### src/rtl/move_decoder_pkg.sv
package move_decoder_pkg;
  localparam int INSTR_W  = 16;
  localparam int MOD_W    = 4;
  localparam int SUB_W    = 3;
  localparam int HI_W     = 2;
  localparam int IDX_W    = SUB_W + HI_W;
  localparam int SRCIDX_W = 4;
  localparam int IMM_W    = 8;
  localparam int DATA_W   = 2 * IMM_W;
  localparam int FMT_BIT  = INSTR_W - 1;
  localparam int DMOD_LO  = IMM_W;
  localparam int DSUB_LO  = IMM_W + MOD_W;

  typedef struct packed {
    logic              issue;
    logic              isImm;
    logic              useByte;
    logic [HI_W-1:0]   dstHi;
    logic [IMM_W-1:0]  immHi;
  } decStrobe_t;
endpackage

### src/rtl/move_decoder_ctrl.sv
module move_decoder_ctrl
  import move_decoder_pkg::*;
#(
  parameter logic [MOD_W-1:0] PFX_MODULE = 4'hB
) (
  input  logic               clk,
  input  logic               rst,
  input  logic               instrValid,
  input  logic [INSTR_W-1:0] instr,
  output decStrobe_t         strobes,
  output logic               pfxPending
);
  logic              isPrefix;
  logic [HI_W-1:0]   pfxHi;
  logic              pfxByteEn;
  logic [IMM_W-1:0]  pfxByte;

  assign isPrefix = (instr[DMOD_LO +: MOD_W] == PFX_MODULE);

  always_ff @(posedge clk) begin
    if (rst) begin
      pfxPending <= 1'b0;
      pfxHi      <= '0;
      pfxByteEn  <= 1'b0;
      pfxByte    <= '0;
    end else if (instrValid) begin
      if (isPrefix) begin
        pfxPending <= 1'b1;
        pfxHi      <= instr[DSUB_LO +: HI_W];
        pfxByteEn  <= instr[DSUB_LO + HI_W];
        pfxByte    <= instr[IMM_W-1:0];
      end else begin
        pfxPending <= 1'b0;
      end
    end
  end

  always_comb begin
    strobes.issue   = instrValid && !isPrefix;
    strobes.isImm   = !instr[FMT_BIT];
    strobes.useByte = pfxPending && pfxByteEn;
    strobes.dstHi   = pfxPending ? pfxHi : '0;
    strobes.immHi   = pfxByte;
  end

  // a consumed prefix is gone afterwards
  p_pfx_clears_r6: assert property (@(posedge clk) disable iff (rst)
    (instrValid && !isPrefix) |=> !pfxPending);
  // a prefix word leaves a pending prefix
  p_pfx_arms_r5: assert property (@(posedge clk) disable iff (rst)
    (instrValid && isPrefix) |=> pfxPending);
  // idle cycles keep the pending state
  p_idle_holds_r6: assert property (@(posedge clk) disable iff (rst)
    !instrValid |=> $stable(pfxPending));
endmodule

### src/rtl/move_decoder_dp.sv
module move_decoder_dp
  import move_decoder_pkg::*;
(
  input  logic                clk,
  input  logic                rst,
  input  logic [INSTR_W-1:0]  instr,
  input  decStrobe_t          strobes,
  output logic                wrStrobe,
  output logic                srcIsImm,
  output logic [MOD_W-1:0]    srcModule,
  output logic [SRCIDX_W-1:0] srcIndex,
  output logic [DATA_W-1:0]   immValue,
  output logic [MOD_W-1:0]    dstModule,
  output logic [IDX_W-1:0]    dstIndex
);
  logic [IMM_W-1:0] immUpper;
  assign immUpper = strobes.useByte ? strobes.immHi : '0;

  always_ff @(posedge clk) begin
    if (rst) begin
      wrStrobe  <= 1'b0;
      srcIsImm  <= 1'b0;
      srcModule <= '0;
      srcIndex  <= '0;
      immValue  <= '0;
      dstModule <= '0;
      dstIndex  <= '0;
    end else begin
      wrStrobe <= strobes.issue;
      if (strobes.issue) begin
        srcIsImm  <= strobes.isImm;
        dstModule <= instr[DMOD_LO +: MOD_W];
        dstIndex  <= {strobes.dstHi, instr[DSUB_LO +: SUB_W]};
        if (strobes.isImm) begin
          immValue  <= {immUpper, instr[IMM_W-1:0]};
          srcModule <= '0;
          srcIndex  <= '0;
        end else begin
          immValue  <= '0;
          srcModule <= instr[MOD_W-1:0];
          srcIndex  <= instr[MOD_W +: SRCIDX_W];
        end
      end
    end
  end

  // without the byte enable an immediate has a clear high byte
  p_imm_zero_ext_r7: assert property (@(posedge clk) disable iff (rst)
    (strobes.issue && strobes.isImm && !strobes.useByte) |=> (immValue[DATA_W-1:IMM_W] == '0));
  // a register source reports no immediate
  p_reg_no_imm_r2: assert property (@(posedge clk) disable iff (rst)
    (strobes.issue && !strobes.isImm) |=> (immValue == '0 && !srcIsImm));
endmodule

### src/rtl/move_decoder.sv
module move_decoder
  import move_decoder_pkg::*;
#(
  parameter logic [3:0] PFX_MODULE = 4'hB
) (
  input  logic        clk,
  input  logic        rst,
  input  logic        instrValid,
  input  logic [15:0] instr,
  output logic        wrStrobe,
  output logic        srcIsImm,
  output logic [3:0]  srcModule,
  output logic [3:0]  srcIndex,
  output logic [15:0] immValue,
  output logic [3:0]  dstModule,
  output logic [4:0]  dstIndex
);
  decStrobe_t strobes;
  logic       pendingW;

  move_decoder_ctrl #(.PFX_MODULE(PFX_MODULE)) u_ctrl (
    .clk(clk), .rst(rst), .instrValid(instrValid), .instr(instr),
    .strobes(strobes), .pfxPending(pendingW)
  );

  move_decoder_dp u_dp (
    .clk(clk), .rst(rst), .instr(instr), .strobes(strobes),
    .wrStrobe(wrStrobe), .srcIsImm(srcIsImm), .srcModule(srcModule),
    .srcIndex(srcIndex), .immValue(immValue), .dstModule(dstModule),
    .dstIndex(dstIndex)
  );

  // a prefix word never writes
  p_pfx_no_strobe_r5: assert property (@(posedge clk) disable iff (rst)
    (instrValid && instr[11:8] == PFX_MODULE) |=> !wrStrobe);
  // an unprefixed move reaches only the low eight registers
  p_plain_upper_zero_r4: assert property (@(posedge clk) disable iff (rst)
    (instrValid && instr[11:8] != PFX_MODULE && !pendingW) |=> (wrStrobe && dstIndex[4:3] == 2'b00));
  // destination module follows the word
  p_dst_module_r4: assert property (@(posedge clk) disable iff (rst)
    (instrValid && instr[11:8] != PFX_MODULE) |=> (dstModule == $past(instr[11:8])));
  // no word, no write
  p_idle_quiet_r1: assert property (@(posedge clk) disable iff (rst)
    !instrValid |=> !wrStrobe);
  // reset silences the strobe
  p_reset_quiet_r8: assert property (@(posedge clk) rst |=> !wrStrobe);
endmodule

### config.mk
export PLATFORM = sky130hd
export DESIGN_NAME = move_decoder
export DESIGN_NICKNAME = d
export VERILOG_FILES = /design/src/rtl/move_decoder_pkg.sv /design/src/rtl/move_decoder_ctrl.sv /design/src/rtl/move_decoder_dp.sv /design/src/rtl/move_decoder.sv
export SDC_FILE = /design/constraint.sdc
export NUM_CORES = 1
export LEC_CHECK = 0
export ABC_AREA = 1
export BUFFER_PORTS_ARGS = -buffer_cell sky130_fd_sc_hd__buf_2
export CORE_UTILIZATION = 40
export CTS_BUF_LIST = sky130_fd_sc_hd__clkbuf_2 sky130_fd_sc_hd__clkbuf_4 sky130_fd_sc_hd__clkbuf_8
export DETAILED_ROUTE_END_ITERATION = 16
export GPL_TIMING_DRIVEN = 0
export SLEW_MARGIN = 40
export SYNTH_ARGS = -nofsm -noshare
export SYNTH_HDL_FRONTEND = slang
export SYNTH_SLANG_ARGS = --single-unit
### constraint.sdc
create_clock -name clk -period 1.43 [get_ports clk]
set_clock_uncertainty 0.05 [all_clocks]
set_input_delay 0.143 -clock clk [delete_from_list [all_inputs] [get_ports clk]]
set_output_delay 0.143 -clock clk [all_outputs]
set_load 0.02 [all_outputs]
# Yosys cells after proc, flatten, opt, wreduce, memory -nomap -nowiden
# Index checks and enable logic that the tools add are counted.
# word_totals
input_bits	19
ff_bits	47
out_inout_bits	35
# op_classes
eq_ne	1
muxes	6
n_reduce_logical	5
# ops
op	count
2-to-1 mux 16 bit	1
2-to-1 mux 4 bit	2
2-to-1 mux 8 bit	1
== test 4 bit (second input constant)	1
logical AND 1 bit	2
zero test 1 bit	2
2-to-1 mux 2 bit	1
AND reduction 2 bit	1
2-to-1 mux 1 bit	1

# Longest topological paths before layout
# Gate-level depths: netlist of run 1.
# depth
depth_word	3
ltp_mapped	7
ltp_nobuf	6

# Hierarchy
# Synthesis of run 1 repeated with hierarchy kept, for this count alone.
# unflattened
hier_cells	289
hier_area_um2	2094.5
# by_module_without_submodules
mod	instances	area_each_um2	cells_per_inst
move_decoder_dp	1	1425.1	176
move_decoder_ctrl	1	669.4	113

# Least setup slack after synthesis of run 1
# OpenSTA, ideal clock, no wires.
# synth_path
path_kind	in2reg
start	in instrValid
end	reg u_dp.dstModule[3]
t_arrival_ns	0.729
n_path_buf	2
stages	6
path_slack_ns	0.534
required_ns	1.263
path_cell_list	buf_4 inv_1 nor2_4 buf_4 nor2_1 nor2_1
# synth_via
elab_chain_len	1
# synth_lines
item	line_no	source
start, declared	move_decoder.sv:8	input logic instrValid,
logical AND 1 bit	move_decoder_ctrl.sv:39	strobes.issue = instrValid && !isPrefix;
end signal, assigned	move_decoder_dp.sv:32	dstModule <= instr[DMOD_LO +: MOD_W];
end, declared	move_decoder_dp.sv:13	output logic [MOD_W-1:0] dstModule,
# Every way passes these cells.
# A chain may end at the register's enable or synchronous reset.

==> results by group, run 1 <==
Outcome
  – Status: complete, no violations

Finish
  – Final nets: 384
  – Filler cells: 567
  – Antenna Cells: 0
  – Layout area overhead: 22.64%
  – FF+latch area: 940.9 sq um
  – Fraction of layout cells with a size suffix above 1: 0.2295
  – Footprint of the multi-input gates: 879.6 sq um

Logic synthesis
  – Area leader, netlist: dfxtp_1
  – Synthesized area per cell: 6.957 sq um
  – Mapped Cells: 305
  – Syn_nets: 324
  – Ranking of synthesized cells by area: dfxtp_1 (44%), nand3_1 (12%), nand2_1 (12%)
  – Synth warn: 0
  – Synth unique cells: 19
  – Synth top area share: 0.4434
  – Yosys reg bits: 47
  – Sequential share of the synthesized area: 0.4434
  – Post-Syn Area: 0.002122 sq mm

Timing
  – Fin crit share: 0.9336
  – Tightest Pin Transition: 0.4815 ns
  – Fmax: 749.1 MHz
  – RSZ-0062 raised after global routing: no
  – Slew HR: 0.6790
  – Final hold viol count: 0
  – Fin crit period: 1.335 ns
  – Sum of negative setup slack: 0 ns
  – Final Max Slew Viols: 0
  – Final Setup Violations: 0

Global route
  – Initial antenna violation count: 0
  – Vias in the first global route: 1,815
  – Total gr overflow: 0
  – Global-route usage over all layers: 0.1906
  – Largest net degree at the start of global routing: 15
  – First-pass GRT wire length: 8086 um

Job
  – Max-Cap Viols: 0

Setup path
  – Startpoint type of the worst setup path: primary input
  – Critical path buffer and inverter count: 4
  – Critical Path RT: 1.62 ns
  – Worst R2R Start: u_ctrl.pfxPending
  – WP data arrival: 1.52 ns
  – Max stage delay on crit path: 0.53 ns
  – FF-to-FF End: u_dp.immValue[11]
  – CP endpoint kind: flop
  – CP Cell Sequence: dlygate4sd3_1 > buf_2 > inv_2 > buf_1 > nand4_1 > nand2_1
  – Maximum fanout along the worst path: 10
  – Worst R2R Setup Slack: 0.37 ns
  – WS Path Type: in2reg
  – Worst path top cell family by delay: buffers and inverters
  – Slowest CP cell: dlygate4sd3_1
  – R2R depth: 4

Clock network
  – Sink Count: 47
  – CTS tree: built
  – Clock transition at path regs: 0.09 ns
  – Clk buf depth: 2
  – Clk root buf: clkbuf_8
  – CTS buffer count: 5
  – Clk_lat worst skew: 0.29 ns
  – CTS H-tree depth: 2
  – Setup Fix Bufs, Post-CTS: 0

Drt
  – Final WL: 5015 um
  – DR vias: 2,040
  – WL/cell: 11.50 um
  – Pre-antenna DRT Iters: 4
  – DRC viols: 0
  – Vias per cell: 4.679
  – Initial DRC Count: 129
  – ANT nets after route: 0

Pwr
  – Peak supply drop: 0.5832 mV
  – Pwr Density: 1053 mW/mm^2
  – Final total power: 2.740 mW
  – Leak: 1.446 nW

Hold path
  – Hold Path End: u_dp.dstIndex[0]
  – Hold Crit Depth: 3
  – HP Class: in2reg
  – Hold path start: instr[12]

Placed design
  – IO Port Bufs: 52
  – GP Congestion: 0.8327
  – Hpwl dp: 3765 um

Floorplanning
  – # rows: 26
  – Chip height: 74.84 um
  – Core area: 0.005107 sq mm
  – I/O pin cnt: 54
  – Die Area: 0.005600 sq mm
  – Initial Util: 0.4155
  – Die width: 74.84 um
==> routing by layer <==
metal / track usage / routed length [um] / up-vias
li1: - / - / 1078
met1: 0.2543 / 2531 / 903
met2: 0.3183 / 2205 / 55
met3: 0.02945 / 239 / 4
met4: 0.05660 / 39 / 0
met5: 0 / 0 / -
==> power by group <==
group / internal (mW) / switching (mW) / total [mW]
Combinational: 0.124 / 0.238 / 0.362
Sequential: 1.35 / 0.0199 / 1.37
Clock: 0.566 / 0.437 / 1.00
==> cell usage in the layout, fill, tap and decap left out, types with 3 or more instances in the layout <==
cell,instances
a21oi_1,5
nand4_1,17
buf_2,59
nor3_1,8
buf_6,3
clkbuf_8,6
nand3_1,52
dfxtp_1,47
buf_4,3
inv_1,46
nand2_1,69
o21ai_0,4
nor2_1,29
clkbuf_2,4
==> per-stage QoR <==
step / utilization / instance area (sq um) / worst slack [ns] / std cells / hold slack (ns)
after floorplan: - / 2122 / 0.5343 / 305 / 0.1654
after global placement: 0.4836 / 2470 / 0.2569 / 427 / 0.2799
after detailed placement: 0.4836 / 2470 / 0.2950 / 427 / 0.2824
after CTS: 0.5086 / 2597 / 0.05138 / 436 / 0.05844
after global routing: 0.5096 / 2603 / 0.002587 / 436 / 0.06370
final: 0.5096 / 2603 / 0.09498 / 436 / 0.05866
==> sequential cells by signal, indices dropped and copies added, names as in the netlist <==
signal             count
u_ctrl.pfxByte         8
u_ctrl.pfxByteEn       1
u_ctrl.pfxHi           2
u_ctrl.pfxPending      1
u_dp.dstIndex          5
u_dp.dstModule         4
u_dp.immValue         16
u_dp.srcIndex          4
u_dp.srcIsImm          1
u_dp.srcModule         4
u_dp.wrStrobe          1
==> cell families after synthesis <==
| logic type | synth area share |
|---|---|
| AOI/OAI and AO/OA | 0.02122 |
| DFF | 0.4434 |
| and+or+nand+nor | 0.3933 |
| buffers and inverters | 0.1421 |
==> what timing repair did <==
item	CTS	global route
setup endpoints to repair	0	27
hold buffers	1	0
hold endpoints to repair	1	0
gates resized for setup	0	7
==> worst max-delay path by stage <==
| stage | startpoint | to | slack (ns) | depth (start not counted) |
|---|---|---|---|---|
| 6_report | rst | u_dp.immValue[6] | 0.09 | 6 |
| 5_1_grt | rst | u_dp.immValue[6] | 0.003 | 6 |
| 4_1_cts | rst | u_ctrl.pfxByte[2] | 0.05 | 6 |
| 3_5_place_dp | instr[9] | u_dp.immValue[6] | 0.30 | 7 |
| 3_3_place_gp | rst | u_ctrl.pfxByteEn | 0.26 | 5 |
| 2_1_floorplan | instrValid | u_dp.dstModule[3] | 0.53 | 6 |
==> Yosys cell counts <==
cell type  instances
nand2_1           69
nand3_1           52
dfxtp_1           47
inv_1             46
nor2_1            29
nand4_1           17
nor3_1             8
buf_2              7
a21oi_1            5
clkbuf_1           5
o21ai_0            4
buf_1              3
buf_4              3
buf_6              3
inv_2              2
nor2_4             2
nand2_4            1
nand2_8            1
nor2_2             1
==> worst min-delay path, cell delays in order <==
cell and delay (ns):
buf_2 0.09, nand4_1 0.08, nand2_1 0.07
==> final cells by class <==
cell class / instances / area share
sequential: 47 / 0.3615
multi-input combinational: 189 / 0.3380
timing repair buffer: 53 / 0.1038
inverter: 48 / 0.06923
buffer: 21 / 0.04856
tap: 70 / 0.03365
clock buffer: 6 / 0.03173
clock inverter: 2 / 0.01346
(Power assumes the default switching activity.)
==> inputs of run 2 (changes only) <==
ABC_AREA = not set   (was 1)
==> results by group, run 2 <==
Timing
  – Post-route setup slack: 0.2639 ns
  – Fin crit share: 0.8155
  – Tightest Pin Transition: 0.5035 ns
  – RSZ-0062 raised after global routing: no
  – Final Max Slew Viols: 0
  – Slew HR: 0.6631
  – Fmax: 857.5 MHz
  – Final hold viol count: 0
  – Final Setup Violations: 0
  – Sum of negative setup slack: 0 ns
  – Hold WS: 0.05659 ns
  – Fin crit period: 1.166 ns

Finish
  – Design Area, Final: 0.002226 sq mm
  – Final nets: 285
  – Most frequent cells in the layout: buf_2 (60), dfxtp_1 (47), o21ai_0 (41), a21oi_1 (39), nand4_1 (21)
  – Largest register FFs: 16
  – Antenna Cells: 0
  – Layout area overhead: 22.10%
  – Fraction of layout cells with a size suffix above 1: 0.2820
  – Post-layout util: 0.5112
  – Most common cell after layout, fill and taps aside: buf_2
  – Post-Layout Cell Count: 318
  – Largest reg by FF count: u_dp.immValue
  – Biggest regs: u_dp.immValue: 16 flops, u_ctrl.pfxByte: 8 flops, u_dp.dstIndex: 5 flops

Drt
  – Initial DRC Count: 137
  – DRC viols: 0
  – Vias per cell: 5.594
  – Final WL: 5095 um
  – DR vias: 1,779
  – ANT nets after route: 0
  – Pre-antenna DRT Iters: 4
  – WL/cell: 16.02 um

Logic synthesis
  – Syn_nets: 227
  – Predominant post-synthesis flop cell: dfxtp_1
  – Synth warn: 0
  – Mapped Cells: 208
  – Sequential share of the synthesized area: 0.5161
  – Post-synth EDFFs: 0
  – FFs w/ async S/R, synth: 0
  – Yosys reg bits: 47
  – Top-count cell post-synth: dfxtp_1
  – Ranking of synthesized cells by area: dfxtp_1 (52%), o21ai_0 (11%), a21oi_1 (11%)
  – Area leader, netlist: dfxtp_1
  – Post-Syn Area: 0.001823 sq mm
  – Synth unique cells: 20
  – Synth top area share: 0.5161
  – Synthesized area per cell: 8.764 sq um
  – Synth cell count leaders: dfxtp_1 (47), o21ai_0 (41), a21oi_1 (39)

Placed design
  – Placed Area: 0.002143 sq mm
  – Hpwl dp: 3629 um
  – Dpl cells: 311
  – IO Port Bufs: 51
  – Worst slack, placed: 0.1181 ns
  – GP Congestion: 0.8101

Outcome
  – Status: complete, no violations

Pwr
  – Internal: 1.772 mW
  – Clock power frac: 0.318
  – Final total power: 2.411 mW
  – NetSw: 0.6388 mW
  – Leak: 0.8897 nW
  – Combinational cell fraction of total power: 0.116
  – Peak supply drop: 0.5823 mV
  – Pwr Density: 1083 mW/mm^2
  – Sw Share: 0.2650
  – Register share of total power: 0.566

Global route
  – Global-route usage over all layers: 0.2219
  – Total gr overflow: 0
  – Largest net degree at the start of global routing: 15
  – Vias in the first global route: 1,744
  – First-pass GRT wire length: 8404 um
  – Initial antenna violation count: 0

Clock network
  – CTS H-tree depth: 2
  – Clk buf depth: 2
  – CTS tree: built
  – PostCTS Resize Cnt: 0
  – Sink Count: 47
  – Clk_lat worst skew: 0.30 ns
  – Clk root buf: clkbuf_8
  – Setup Fix Bufs, Post-CTS: 0
  – Clock transition at path regs: 0.09 ns
  – Hold_buf cts: 0
  – CTS buffer count: 5

Setup path
  – Critical Path RT: 1.61 ns
  – Max stage delay on crit path: 0.38 ns
  – WP data arrival: 1.35 ns
  – Startpoint type of the worst setup path: flop
  – Maximum fanout along the worst path: 8
  – Slowest CP cell: dfxtp_1
  – Worst path top cell family by delay: flip-flops
  – Critical path buffer and inverter count: 1
  – WS Path Type: reg2reg
  – CP endpoint kind: flop
  – CP Cell Sequence: and3b_1 > clkbuf_2 > nand4_1 > a21oi_1

Floorplanning
  – # rows: 24
  – Initial Util: 0.4187
  – I/O pin cnt: 54
  – Core area: 0.004354 sq mm
  – Chip height: 69.51 um
  – Die width: 69.51 um
  – Die Area: 0.004832 sq mm

Job
  – Max-Cap Viols: 0

Hold path
  – HP Class: in2reg
[run 2: cell types whose count changed in the layout (fill, tap and decap cells not counted), sizes merged, moves of 30 or more]
| cell | before | now |
|---|---|---|
| a21oi | 5 | 39 |
| nand2 | 71 | 4 |
| o21ai | 4 | 41 |
| nand3 | 52 | 11 |
| inv | 48 | 1 |
| nor2 | 32 | 2 |
[run 2: path summary, 6_finish.rpt]
path | cells after the start | slack [ns] | from | to
max | 4 | 0.26 | u_ctrl.pfxPending | u_dp.immValue[14]
min | 3 | 0.06 | instr[10] | u_dp.dstModule[2]
max reg2reg | 4 | 0.26 | u_ctrl.pfxPending | u_dp.immValue[14]
min reg2reg | 2 | 0.42 | u_dp.dstIndex[2] | u_dp.dstIndex[2]
[run 2: logic make-up (layout without fill, tap and decap cells)]
| family | Yosys count | count (layout) | share of synthesized area |
|---|---|---|---|
| AO/OA/AOI/OAI | 84 | 84 | 0.2423 |
| buffers and inverters | 26 | 84 | 0.06794 |
| flip-flops | 47 | 47 | 0.5161 |
| AND/OR/NAND/NOR | 51 | 51 | 0.1736 |
[run 2: area by class of cell]
cell class	count	area (sq um)
fill	456	2128
timing repair buffer	51	255.2
buffer	24	116.4
clock buffer	5	68.82
sequential	47	940.9
tap	52	65.06
inverter	2	7.507
clock inverter	2	13.76
multi-input combinational	135	758.2
[run 2: worst register-to-register path, stage by stage, from the launching register on]
cell and delay [ns]:
dfxtp_1 0.38, and3b_1 0.17, clkbuf_2 0.19, nand4_1 0.14
a21oi_1 0.17
[run 2: power groups by stage]
stage	sequential [mW]	clock (mW)	combinational [mW]
finish	1.36	0.767	0.279
global route	1.37	0.837	0.305
CTS	1.36	0.787	0.280
detailed placement	1.39	0	0.279
global placement	1.40	0	0.277
floorplan	1.44	0	0.120
[run 2: layer usage]
metal | track usage | vias up | wire (um)
li1 | - | 886 | -
met1 | 0.3088 | 843 | 2458
met2 | 0.3430 | 43 | 2327
met3 | 0.04215 | 7 | 230
met4 | 0.07937 | 0 | 78
met5 | 0 | - | 0
